===== src/rtl/sigcap_pkg.sv =====
package sigcap_pkg;
  localparam int ABCD_W = 4;
  typedef logic [ABCD_W-1:0] abcd_t;
endpackage


===== src/rtl/sigcap_frame_ctl.sv =====
module sigcap_frame_ctl #(
  parameter int MAX_SLOTS     = 32,
  parameter int T1_SLOTS      = 24,
  parameter int BITS_PER_SLOT = 8,
  localparam int SLOT_IW = $clog2(MAX_SLOTS),
  localparam int POS_W   = $clog2(BITS_PER_SLOT)
) (
  input  logic               clk_i,
  input  logic               rst_ni,
  input  logic               bit_en_i,
  input  logic               mf_start_i,
  input  logic [POS_W-1:0]   bit_pos_i,
  input  logic [SLOT_IW-1:0] slot_idx_i,
  input  logic               e1_mode_i,
  output logic               win_o,
  output logic               upd_o
);
  logic win_q, upd_q, last_hit;
  logic [SLOT_IW-1:0] last_slot;

  assign last_slot = e1_mode_i ? SLOT_IW'(MAX_SLOTS-1) : SLOT_IW'(T1_SLOTS-1);
  assign last_hit  = bit_en_i && (bit_pos_i == POS_W'(BITS_PER_SLOT-1)) &&
                     (slot_idx_i == last_slot);
  assign win_o     = win_q || (bit_en_i && mf_start_i);

  always_ff @(posedge clk_i or negedge rst_ni) begin
    if (!rst_ni) begin
      win_q <= 1'b0;
      upd_q <= 1'b0;
    end else begin
      upd_q <= win_o && last_hit;
      if (bit_en_i) begin
        if (win_o && last_hit) win_q <= 1'b0;
        else if (mf_start_i)   win_q <= 1'b1;
      end
    end
  end

  assign upd_o = upd_q;

  assert_upd_pulse_R7: assert property (@(posedge clk_i) disable iff (!rst_ni)
    upd_o |=> !upd_o);
  assert_win_closed_after_upd_R2: assert property (@(posedge clk_i) disable iff (!rst_ni)
    $rose(upd_o) |-> !win_q);
endmodule


===== src/rtl/sigcap_assembler.sv =====
module sigcap_assembler #(
  parameter int BITS_PER_SLOT = 8,
  parameter int SIG_BITS      = 4,
  localparam int POS_W     = $clog2(BITS_PER_SLOT),
  localparam int SH_W      = SIG_BITS - 1,
  localparam int FIRST_POS = BITS_PER_SLOT - SIG_BITS
) (
  input  logic                clk_i,
  input  logic                rst_ni,
  input  logic                cap_i,
  input  logic                bit_en_i,
  input  logic                sig_i,
  input  logic [POS_W-1:0]    bit_pos_i,
  output logic [SIG_BITS-1:0] word_o,
  output logic                done_o
);
  logic [SH_W-1:0]     sh_q;
  logic [SIG_BITS-1:0] cat;
  logic                take, last;

  assign cat  = {sh_q, sig_i};
  assign last = bit_pos_i == POS_W'(BITS_PER_SLOT-1);
  assign take = cap_i && bit_en_i && (bit_pos_i >= POS_W'(FIRST_POS)) && !last;

  always_ff @(posedge clk_i or negedge rst_ni) begin
    if (!rst_ni)   sh_q <= '0;
    else if (take) sh_q <= cat[SH_W-1:0];
  end

  assign word_o = cat;
  assign done_o = cap_i && bit_en_i && last;
endmodule


===== src/rtl/sigcap_regfile.sv =====
module sigcap_regfile #(
  parameter int N  = 32,
  parameter int W  = 4,
  localparam int IW = $clog2(N)
) (
  input  logic          clk_i,
  input  logic          rst_ni,
  input  logic          we_i,
  input  logic [IW-1:0] waddr_i,
  input  logic [W-1:0]  wdata_i,
  input  logic [IW-1:0] raddr_i,
  output logic [W-1:0]  rdata_o
);
  logic [W-1:0] mem_q [N];

  for (genvar g = 0; g < N; g++) begin : g_ent
    always_ff @(posedge clk_i or negedge rst_ni) begin
      if (!rst_ni)                             mem_q[g] <= '0;
      else if (we_i && waddr_i == IW'(g))      mem_q[g] <= wdata_i;
    end
  end

  assign rdata_o = mem_q[raddr_i];
endmodule


===== src/rtl/sigcap_top.sv =====
module sigcap_top
  import sigcap_pkg::*;
#(
  parameter int MAX_SLOTS     = 32,
  parameter int T1_SLOTS      = 24,
  parameter int BITS_PER_SLOT = 8,
  parameter int SIG_BITS      = ABCD_W,
  localparam int SLOT_IW = $clog2(MAX_SLOTS),
  localparam int POS_W   = $clog2(BITS_PER_SLOT)
) (
  input  logic               clk_i,
  input  logic               rst_ni,
  input  logic               sig_i,
  input  logic               bit_en_i,
  input  logic [POS_W-1:0]   bit_pos_i,
  input  logic [SLOT_IW-1:0] slot_idx_i,
  input  logic               mf_start_i,
  input  logic               e1_mode_i,
  input  logic [SLOT_IW-1:0] rd_slot_i,
  output logic [SIG_BITS-1:0] rd_abcd_o,
  output logic               upd_o
);
  logic               win, done, we_w;
  logic [SLOT_IW:0]   n_slots;
  logic [SIG_BITS-1:0] word, rdata;

  assign n_slots = e1_mode_i ? (SLOT_IW+1)'(MAX_SLOTS) : (SLOT_IW+1)'(T1_SLOTS);

  sigcap_frame_ctl #(
    .MAX_SLOTS(MAX_SLOTS), .T1_SLOTS(T1_SLOTS), .BITS_PER_SLOT(BITS_PER_SLOT)
  ) u_ctl (
    .clk_i, .rst_ni, .bit_en_i, .mf_start_i, .bit_pos_i, .slot_idx_i, .e1_mode_i,
    .win_o(win), .upd_o
  );

  sigcap_assembler #(.BITS_PER_SLOT(BITS_PER_SLOT), .SIG_BITS(SIG_BITS)) u_asm (
    .clk_i, .rst_ni, .cap_i(win), .bit_en_i, .sig_i, .bit_pos_i,
    .word_o(word), .done_o(done)
  );

  // drop writes past the active slot count
  assign we_w = done && ({1'b0, slot_idx_i} < n_slots);

  sigcap_regfile #(.N(MAX_SLOTS), .W(SIG_BITS)) u_rf (
    .clk_i, .rst_ni, .we_i(we_w), .waddr_i(slot_idx_i), .wdata_i(word),
    .raddr_i(rd_slot_i), .rdata_o(rdata)
  );

  assign rd_abcd_o = ({1'b0, rd_slot_i} < n_slots) ? rdata : '0;

  assert_wr_at_last_bit_R4: assert property (@(posedge clk_i) disable iff (!rst_ni)
    we_w |-> (bit_en_i && bit_pos_i == POS_W'(BITS_PER_SLOT-1)));
  assert_wr_in_window_R2: assert property (@(posedge clk_i) disable iff (!rst_ni)
    we_w |-> win);
  assert_rd_range_R5: assert property (@(posedge clk_i) disable iff (!rst_ni)
    ({1'b0, rd_slot_i} >= n_slots) |-> (rd_abcd_o == '0));
  assert_hold_R6: assert property (@(posedge clk_i) disable iff (!rst_ni)
    ($past(!we_w) && $stable(rd_slot_i) && $stable(e1_mode_i)) |-> $stable(rd_abcd_o));
endmodule


===== config.mk =====
export PLATFORM = sky130hd
export DESIGN_NAME = sigcap_top
export DESIGN_NICKNAME = d
export VERILOG_FILES = /design/src/rtl/sigcap_pkg.sv /design/src/rtl/sigcap_frame_ctl.sv /design/src/rtl/sigcap_assembler.sv /design/src/rtl/sigcap_regfile.sv /design/src/rtl/sigcap_top.sv
export SDC_FILE = /design/constraint.sdc
export NUM_CORES = 1
export LEC_CHECK = 0
export CORE_MARGIN = 8
export CORE_UTILIZATION = 40
export CTS_CLUSTER_SIZE = 28
export DETAILED_ROUTE_END_ITERATION = 12
export GPL_TIMING_DRIVEN = 0
export PLACE_DENSITY_LB_ADDON = 0.15
export SLEW_MARGIN = 20
export SYNTH_ARGS = -nofsm -noshare
export SYNTH_HDL_FRONTEND = slang
export SYNTH_SLANG_ARGS = --single-unit

===== constraint.sdc =====
create_clock -name clk_i -period 1.7 [get_ports clk_i]
set_input_delay 0.17 -clock clk_i [delete_from_list [all_inputs] [get_ports clk_i]]
set_output_delay 0.17 -clock clk_i [all_outputs]
set_load 0.01 [all_outputs]

== Word-level counts from Yosys, hierarchy flattened ==
Cells that the tools add are included.

* $lt $le $gt $ge: 4
* Equality and inequality tests: 33
* Multiplexer cells: 8
* Reduce and logical (&&, ||, !) cells: 46
* Bitwise logic cells: 1

{| class="wikitable"
|+ Operators with widths
! cell !! count
|-
| 5-bit equality test (second input constant) || 16
|-
| 1-bit logical AND || 41
|-
| 5-bit by 4-bit equality test with 1-bit output (second input constant) || 8
|-
| 4-bit binary-select mux with 5-bit select || 1
|-
| 5-bit by 3-bit equality test with 1-bit output (second input constant) || 4
|-
| 4-bit 2-to-1 mux || 4
|-
| 5-bit by 6-bit less-than comparator with 1-bit output || 2
|-
| 5-bit by 2-bit equality test with 1-bit output (second input constant) || 2
|-
| 6-bit greater-or-equal comparator (second input constant) || 1
|-
| 6-bit 2-to-1 mux || 1
|-
| 5-bit NOT with 6-bit output || 1
|-
| 5-bit by 1-bit equality test with 1-bit output (second input constant) || 1
|-
| 5-bit equality test || 1
|-
| 5-bit zero test || 1
|-
| 3-bit equality test (second input constant) || 1
|-
| 3-bit greater-or-equal comparator (second input constant) || 1
|-
| 1-bit 2-to-1 mux || 2
|-
| 2-bit AND reduction || 1
|-
| 2-bit nonzero test || 1
|-
| 1-bit zero test || 1
|-
| 1-bit logical OR || 1
|}

* Word-level logic and storage cells: 127
* Register bits: 133
* Input bits: 19
* Output and inout port bits: 5

== Depth between registers and ports, before layout ==
Gate-level depths: netlist of the first run.

* Depth in word-level cells: 6
* Mapped depth: 7
* Mapped depth without buffers: 7

== Cells and area by module ==
From an unflattened synthesis of the first run, not the netlist that was laid out.

* Cell total of the unflattened synthesis: 398
* Area total of the unflattened synthesis: 6258.5 um^2

{| class="wikitable"
|+ Modules (own cells, without submodules)
! module !! instances !! cells each !! seq. area each (um^2) !! area each (um^2)
|-
| sigcap_regfile || 1 || 370 || 3203.1 || 5943.2
|-
| sigcap_assembler || 1 || 11 || 75.1 || 153.9
|-
| sigcap_frame_ctl || 1 || 10 || 50.0 || 102.6
|-
| sigcap_top || 1 || 7 || 0.0 || 58.8
|}

== Least setup slack after synthesis of the first run ==
OpenSTA, ideal clock, no wires.

* Path type: register to register
* Start: register u_ctl.win_q
* End: register u_rf.mem_q[84] in the netlist's numbering
* Required time: 1.575 ns
* Setup time: 0.125 ns
* Arrival time: 1.754 ns
* Cell stages (with the launch flop): 6
* Clock period less this slack: 1.879 ns
* Path slack: -0.179 ns
* Buffers on the path: 0
* Cell sequence: dfrtp_1 > o211a_4 > nand3_4 > or4b_4 > nor3_4 > mux2_2

* Word-level cells in the longest chain between the ends: 5

{| class="wikitable"
|+ Ends and longest elaborated chain
! what !! RTL line !! RTL
|-
| start, declared || sigcap_frame_ctl.sv:18 || <nowiki>logic win_q, upd_q, last_hit;</nowiki>
|-
| start signal, assigned || sigcap_frame_ctl.sv:28 || <nowiki>win_q <= 1'b0;</nowiki>
|-
| start signal, assigned || sigcap_frame_ctl.sv:33 || <nowiki>if (win_o && last_hit) win_q <= 1'b0;</nowiki>
|-
| start signal, assigned || sigcap_frame_ctl.sv:34 || <nowiki>else if (mf_start_i) win_q <= 1'b1;</nowiki>
|-
| 1-bit logical OR || sigcap_frame_ctl.sv:24 || <nowiki>assign win_o = win_q || (bit_en_i && mf_start_i);</nowiki>
|-
| 1-bit logical AND (2 in a row) || sigcap_assembler.sv:31 || <nowiki>assign done_o = cap_i && bit_en_i && last;</nowiki>
|-
| 1-bit logical AND || sigcap_top.sv:42 || <nowiki>assign we_w = done && ({1'b0, slot_idx_i} < n_slots);</nowiki>
|-
| 1-bit logical AND || sigcap_regfile.sv:19 || <nowiki>else if (we_i && waddr_i == IW'(g)) mem_q[g] <= wdata_i;</nowiki>
|-
| end signal, assigned by index || sigcap_regfile.sv:19 ||
|-
| end, declared || sigcap_regfile.sv:14 || <nowiki>logic [W-1:0] mem_q [N];</nowiki>
|}

Every way passes these cells.
A chain may end at the register's enable or synchronous reset.

== Final worst setup path of the first run ==
* Start: register u_ctl.win_q
* End: register u_rf.mem_q[116] in the netlist's numbering

The elaborated chain is that of the path after synthesis.

==> results of run 1 <==
==> cell type report <==
class                           instances  share of cell area, %
Tap cell                              216                   3.17
Clock inverter                         13                   2.70
Buffer                                 29                   2.29
Inverter                                3                  0.132
Clock buffer                           18                   5.03
Multi-Input combinational cell        335                   41.5
Timing Repair Buffer                   55                   6.15
Sequential cell                       133                   39.0
==> per-layer routing <==
metal	vias to the layer above	part of all wire [%]	GRT usage, %
met3	28	4.6	4.71
met1	2311	45	25.1
met4	0	2.1	7.89
met5	-	0	0
met2	98	49	30.6
li1	1959	-	-
==> worst min-delay path, cell delays in order <==
cell and delay, ns:
sky130_fd_sc_hd__clkbuf_2 0.14, sky130_fd_sc_hd__inv_1 0.07, sky130_fd_sc_hd__ha_1 0.16, sky130_fd_sc_hd__nor3b_4 0.06
==> state kept, by name (all words and copies together) (netlist names) <==
name,flops
u_asm.sh_q,3
u_rf.mem_q,128
u_ctl.upd_o,1
u_ctl.win_q,1
==> synthesized netlist by cell type (2+ instances only) <==
cell type	count	share of area, %
sky130_fd_sc_hd__dfrtp_1	133	52
sky130_fd_sc_hd__mux2_2	132	23
sky130_fd_sc_hd__mux2i_1	61	9.5
sky130_fd_sc_hd__nand2_1	31	1.8
sky130_fd_sc_hd__nand3_1	22	1.7
sky130_fd_sc_hd__clkbuf_1	18	1.0
sky130_fd_sc_hd__a21oi_1	17	1.3
sky130_fd_sc_hd__a22oi_1	13	1.5
sky130_fd_sc_hd__nor2_1	10	0.58
sky130_fd_sc_hd__buf_1	7	0.41
sky130_fd_sc_hd__nor3_1	6	0.47
sky130_fd_sc_hd__buf_2	5	0.39
sky130_fd_sc_hd__nor2b_1	4	0.39
sky130_fd_sc_hd__nor3b_1	4	0.47
sky130_fd_sc_hd__a22o_1	3	0.41
sky130_fd_sc_hd__and3_1	3	0.29
sky130_fd_sc_hd__inv_1	3	0.17
sky130_fd_sc_hd__nand2b_1	3	0.29
sky130_fd_sc_hd__nand4_1	3	0.29
sky130_fd_sc_hd__nor2_4	3	0.52
sky130_fd_sc_hd__clkbuf_2	2	0.16
==> timing repair <==
action                                 in CTS  in global routing
setup buffers                              23                 13
endpoints found under the hold margin      51                  0
setup endpoints to repair                 130                129
hold buffers                                1                  0
pin swaps                                  27                 24
resized for setup                         149                 55
==> worst paths after layout <==
path / from / to / cells after the start
setup / recovery: u_ctl.win_q$_DFFE_PN0P_ / u_rf.mem_q[116]$_DFFE_PN0P_ / 6
hold / removal: e1_mode_i / u_ctl.upd_o$_DFF_PN0_ / 4
setup reg to reg: u_ctl.win_q$_DFFE_PN0P_ / u_rf.mem_q[116]$_DFFE_PN0P_ / 6
hold reg to reg: u_rf.mem_q[26]$_DFFE_PN0P_ / u_rf.mem_q[26]$_DFFE_PN0P_ / 1
max in group asynchronous: rst_ni / u_rf.mem_q[75]$_DFFE_PN0P_ / 3
min in group asynchronous: rst_ni / u_rf.mem_q[27]$_DFFE_PN0P_ / 2
==> cells by family (layout without fill, tap and decap cells) <==
group	after synthesis	after routing	share of synthesized area, %
adders and majority gates	1	1	0.194
AOI/OAI and AO/OA	36	36	3.73
buffers and inverters	35	118	2.18
DFF	133	133	51.7
muxes	194	194	32.9
and+or+nand+nor	104	104	9.24
==> power by group through the flow <==
stage	Combinational (uW)	Clock (uW)	Sequential (uW)
4_1_cts	1140	4200	3450
3_3_place_gp	1010	0	3490
5_1_grt	1280	4350	3480
2_1_floorplan	559	0	3450
6_report	1200	4140	3460
3_5_place_dp	1030	0	3500
==> through the flow <==
step           utilization, %  power, uW  instance area, sq um
6_report                 53.9       8800                  8530
5_1_grt                  53.9       9110                  8530
4_1_cts                  52.0       8790                  8230
3_5_place_dp             44.0       4540                  6970
3_3_place_gp             43.8       4510                  6940
2_1_floorplan               -       4010                  6480
==> layout by cell type, fill, tap and decap left out, drive strengths merged, types with 2 or more instances in the layout <==
cell / synthesis / routed
nor4: 2 / 2
dlygate4sd2: 0 / 2
bufinv: 0 / 6
dfrtp: 133 / 133
mux2i: 61 / 61
nand4: 4 / 4
nor2b: 4 / 4
nor2: 13 / 13
a22o: 3 / 3
nor3b: 4 / 4
clkinv: 0 / 3
clkinvlp: 0 / 3
mux2: 132 / 132
inv: 3 / 4
clkdlybuf4s50: 0 / 7
and3: 3 / 3
clkbuf: 20 / 36
nand2b: 3 / 3
nand2: 32 / 32
buf: 12 / 55
a21oi: 17 / 17
nor3: 8 / 8
nand3: 23 / 23
a22oi: 13 / 13
==> metrics.md, run 1 <==
| Metric | Value |
|---|---|
| Antenna fix cells | `0` |
| Worst relative slew slack | `47.0%` |
| Total of flip-flops plus latches after synthesis | `133` |
| Crit end category | `flip-flop` |
| CP Buf/Inv Count | `1` |
| Clock transition at the registers of the reported paths | `0.06 ns` |
| Worst slew pin tran | `0.795 ns` |
| Vert. Die Dim | `143 um` |
| Clock latency on the worst-skew pair | `0.43 ns` |
| Sequential cell area | `0.00333 sq mm` |
| Drt initial violations | `236` |
| Portion of the clock cycle consumed by the worst path in the final layout | `119%` |
| Layout overhead on the synthesized area | `32.5%` |
| First-pass GRT wire length | `28900 um` |
| Clock period minus final worst setup slack | `2.03 ns` |
| Die Area | `0.0204 sq mm` |
| Sequential share of power | `39.3%` |
| Critical path data required time | `2.01 ns` |
| GP Congestion | `0.833` |
| Max cap viols | `0` |
| Worst path slowest cell | `sky130_fd_sc_hd__or4b_4` |
| Routed WL per cell | `23.2 um` |
| Internal | `6490 uW` |
| Global-route usage over all layers | `19.4%` |
| Asr flop ratio synth | `100%` |
| Root Buffer Master | `sky130_fd_sc_hd__clkbuf_16` |
| Peak Freq | `493 MHz` |
| Number of H-tree levels | `4` |
| Longest individual stage delay on the worst path | `0.57 ns` |
| Pre-CTS setup slack | `-1.47 ns` |
| CTS Sinks | `133` |
| Residual overflow from global routing | `0` |
| Net Sw Frac | `26.2%` |
| Total area of multi-input combinational cells | `0.00354 sq mm` |
| Filler Cell Count | `1329` |
| Cells along the critical path | `o211a_4 > nand3_4 > or4b_4 > buf_12 > nor2_4 > mux2_4` |
| Yosys warnings | `0` |
| Effective utilization at floorplan | `40.7%` |
| Hpwl dp | `12400 um` |
| Maximum clock insertion buffer count | `2` |
| Worst Path Arrival | `2.34 ns` |
| Top Family by Delay on Critical Path | `simple AND/OR/NAND/NOR gates` |
| Worst vdd rail ir drop | `1010 uV` |
| Startpoint Class | `flip-flop` |
| Minimum setup slack in the final design | `-0.330 ns` |
| Post-Route Setup TNS | `-19.39 ns` |
| Synthesized netlist net count | `523` |
| Total power divided by cell area | `1030 mW/mm^2` |
| Number of I/O port buffers | `18` |
| Nets | `594` |
| Die Wd | `143 um` |
| Unique masters post-synth | `41` |
| Post-synth EDFFs | `0` |
| Number of placed instances, taps included | `738` |
| Violations in the final reports | `setup timing` |
| Sw Pwr | `2310 uW` |
| Power share of the combinational group | `13.6%` |
| Post-synthesis sequential area ratio | `51.7%` |
| Ratio of cells with drive above 1 in the final layout | `50.7%` |
| CORE AREA | `0.0158 sq mm` |
| Sum of routed wire length over all layers | `18600 um` |
| ANT nets after route | `0` |
| Maximum fanout along the worst path | `4` |
| IO Pins | `24` |
| Post-synthesis instance total | `503` |
| Total via count after detailed routing | `4396` |
| Leakage power of the design | `0.00410 uW` |
| Worst hold-check path type | `input pin to flip-flop` |
| Standard-cell rows | `46` |
| CTS buffer count | `17` |
| Setup violators final | `121` |
| Final Slew Violations | `0` |
| Number of search-and-repair iterations in the first detailed-routing pass | `4` |
| Synthesized area per cell | `12.8 sq um` |
| Netlist area before placement | `0.00643 sq mm` |
| Result of the run | `finished with violations` |
| Non-Filler Instances | `802` |
| Hold Vio Cnt, Final | `0` |
| Unrepaired setup endpoints after global routing | `true` |
| Worst hold margin | `0.206 ns` |
| Most frequently used flop master after synthesis | `sky130_fd_sc_hd__dfrtp_1` |
| DRC violations left | `0` |
| Worst Skew | `0.00694 ns` |
| Clock network power share | `47.1%` |
| Largest net degree at the start of global routing | `83` |
| Initial antenna violation count | `0` |
| Via count of the first global-routing pass | `4757` |
| Worst setup slack for register-to-register paths | `-0.33 ns` |
| Crit Path Class | `flip-flop to flip-flop` |
| Clock tree from TritonCTS | `built` |
| Routed via count divided by cell count | `5.48` |
No activity file was read; power rests on OpenSTA's default activity.
==> run 2, diff against run 1 <==
Settings changed: CORE_MARGIN 8 to not set.
==> run 2 against run 1 <==
Compared with the run above:
- the run still ends with setup timing left
- clock power shrank 5%
- die area decreased by 19%
- first-iteration DRC count is 20% higher
- register-to-register slack improved by 0.03 ns
- non-clock buffer count fell by 2
- flip-flop and latch count did not move
- critical endpoint unchanged
==> metrics.md, run 2 (synthesized netlist as in run 1, its figures left out) <==
| Metric | Value |
|---|---|
| Clock tree from TritonCTS | `built` |
| Leakage power of the design | `0.00420 uW` |
| Post-place instance area | `0.00696 sq mm` |
| Crit Path Class | `flip-flop to flip-flop` |
| Most frequent cells in the layout | `133 x sky130_fd_sc_hd__dfrtp_1, 73 x sky130_fd_sc_hd__mux2_2, 59 x sky130_fd_sc_hd__mux2_4` |
| Global-route usage over all layers | `24.1%` |
| Number of I/O port buffers | `18` |
| CORE AREA | `0.0154 sq mm` |
| Clock transition at the registers of the reported paths | `0.06 ns` |
| Max cap viols | `0` |
| Total via count after detailed routing | `4424` |
| First-pass GRT wire length | `28600 um` |
| Flip-flop count of the largest register, all copies and words added | `128` |
| Layout overhead on the synthesized area | `33.7%` |
| Routed WL per cell | `23.1 um` |
| Worst hold margin | `0.277 ns` |
| Worst slew pin tran | `0.786 ns` |
| Effective utilization at floorplan | `41.7%` |
| ANT nets after route | `0` |
| Number of search-and-repair iterations in the first detailed-routing pass | `5` |
| Residual overflow from global routing | `0` |
| Cells along the critical path | `o211a_4 > nand3_4 > or4b_4 > buf_6 > nor2_4 > mux2_4` |
| Longest individual stage delay on the worst path | `0.56 ns` |
| Pre-CTS setup slack | `-1.47 ns` |
| Crit end category | `flip-flop` |
| Register bank with the most flops | `u_rf.mem_q` |
| Result of the run | `finished with violations` |
| Worst vdd rail ir drop | `786 uV` |
| Hold path cells | `2` |
| Depth of the worst register-to-register path | `6` |
| Sum of routed wire length over all layers | `18400 um` |
| Number of H-tree levels | `4` |
| GP Congestion | `0.884` |
| Minimum setup slack in the final design | `-0.297 ns` |
| Top Family by Delay on Critical Path | `simple AND/OR/NAND/NOR gates` |
| IO Pins | `24` |
| Clock period minus final worst setup slack | `2.00 ns` |
| Die Area | `0.0166 sq mm` |
| DRC violations left | `0` |
| CP Buf/Inv Count | `1` |
| Largest net degree at the start of global routing | `69` |
| Vert. Die Dim | `129 um` |
| Critical Path Stages | `6` |
| Unrepaired setup endpoints after global routing | `true` |
| Via count of the first global-routing pass | `4845` |
| Worst Skew | `0.00699 ns` |
| Peak Freq | `501 MHz` |
| Number of placed instances, taps included | `733` |
| Final Slew Violations | `0` |
| Hpwl dp | `12100 um` |
| Standard-cell rows | `45` |
| Initial antenna violation count | `0` |
| Cell area after layout | `0.00860 sq mm` |
| Worst Path Arrival | `2.31 ns` |
| Worst relative slew slack | `47.6%` |
| Worst path slowest cell | `sky130_fd_sc_hd__or4b_4` |
| Nets | `592` |
| Startpoint Class | `flip-flop` |
| Largest registers | `u_rf.mem_q (128), u_asm.sh_q (3)` |
| Most common library cell in the layout ignoring fill and taps | `sky130_fd_sc_hd__dfrtp_1` |
| Non-Filler Instances | `796` |
| Routed via count divided by cell count | `5.56` |
| Setup violators final | `133` |
| Clock latency on the worst-skew pair | `0.43 ns` |
| Critical path data required time | `2.01 ns` |
| Violations in the final reports | `setup timing` |
| Drt initial violations | `283` |
| Total power divided by cell area | `998 mW/mm^2` |
| Core Util, Final | `55.8%` |
| CTS buffer count | `17` |
| Root Buffer Master | `sky130_fd_sc_hd__clkbuf_16` |
| Portion of the clock cycle consumed by the worst path in the final layout | `117%` |
| Maximum fanout along the worst path | `4` |
| Die Wd | `129 um` |
| CTS Sinks | `133` |
| Ratio of cells with drive above 1 in the final layout | `50.1%` |
| Worst hold-check path type | `input pin to flip-flop` |
| Maximum clock insertion buffer count | `2` |
| Antenna fix cells | `0` |
| Hold Vio Cnt, Final | `0` |
-- run 2: cell types whose count changed in the layout (fill, tap and decap cells not counted), sizes merged --
cell           delta
inv               -1
clkdlybuf4s50     +1
clkdlybuf4s15     +2
buf               -3
bufinv            -2
clkinv            +3
dlygate4sd2       -1
-- run 2: worst register-to-register path: stages, from the launching register on --
cell                      delay, ns
sky130_fd_sc_hd__dfrtp_1       0.36
sky130_fd_sc_hd__o211a_4       0.19
sky130_fd_sc_hd__nand3_4       0.10
sky130_fd_sc_hd__or4b_4        0.56
sky130_fd_sc_hd__buf_6         0.15
sky130_fd_sc_hd__nor2_4        0.19
sky130_fd_sc_hd__mux2_4        0.32
-- run 2: repair_timing --
action | CTS | global route
hold buffers | 1 | 0
buffers inserted | 29 | 7
cloned | 0 | 0
hold endpoints to repair | 67 | 0
pin swaps | 31 | 18
gates resized for setup | 177 | 51
setup endpoints to repair | 130 | 133
-- run 2: power breakdown --
part	switching, uW	internal (uW)	leakage [uW]	total [uW]
sequential	125	3330	0.00183	3450
combinational	766	436	0.00207	1200
clock	1410	2520	0.000305	3940
-- run 2: routing by layer --
layer  up-vias  global-route usage (%)  part of all wire [%]
met5         -                       0                     0
met4         0                    10.3                   2.8
met3        35                    5.95                   5.8
met2       139                    38.1                    47
met1      2294                    31.6                    45
li1       1956                       -                     -
-- run 2: area by class of cell --
class | count | area (sq um)
Buffer | 29 | 208
Clock inverter | 13 | 180
Inverter | 3 | 11.3
Multi-Input combinational cell | 335 | 3620
Fill cell | 1276 | 6830
Tap cell | 211 | 264
Sequential cell | 133 | 3330
Clock buffer | 19 | 453
Timing Repair Buffer | 53 | 541
-- run 2: path summary, 6_finish.rpt --
check | slack, ns | endpoint | startpoint
worst max register to register | -0.30 | u_rf.mem_q[116]$_DFFE_PN0P_ | u_ctl.win_q$_DFFE_PN0P_
worst min-delay path | 0.28 | u_ctl.upd_o$_DFF_PN0_ | slot_idx_i[2]
worst min register to register | 0.50 | u_rf.mem_q[14]$_DFFE_PN0P_ | u_rf.mem_q[14]$_DFFE_PN0P_
max in group asynchronous | 0.68 | u_rf.mem_q[41]$_DFFE_PN0P_ | rst_ni
worst max-delay path | -0.30 | u_rf.mem_q[116]$_DFFE_PN0P_ | u_ctl.win_q$_DFFE_PN0P_
min in group asynchronous | 0.29 | u_asm.sh_q[0]$_DFFE_PN0P_ | rst_ni
-- run 2: per-stage QoR --
| step | total power [uW] | setup TNS [ns] |
|---|---|---|
| 3_3_place_gp | 4500 | -728.20 |
| 4_1_cts | 8590 | -17.50 |
| 2_1_floorplan | 4010 | -2.31 |
| 6_report | 8590 | -22.99 |
| 5_1_grt | 8870 | -32.06 |
| 3_5_place_dp | 4540 | -105.43 |
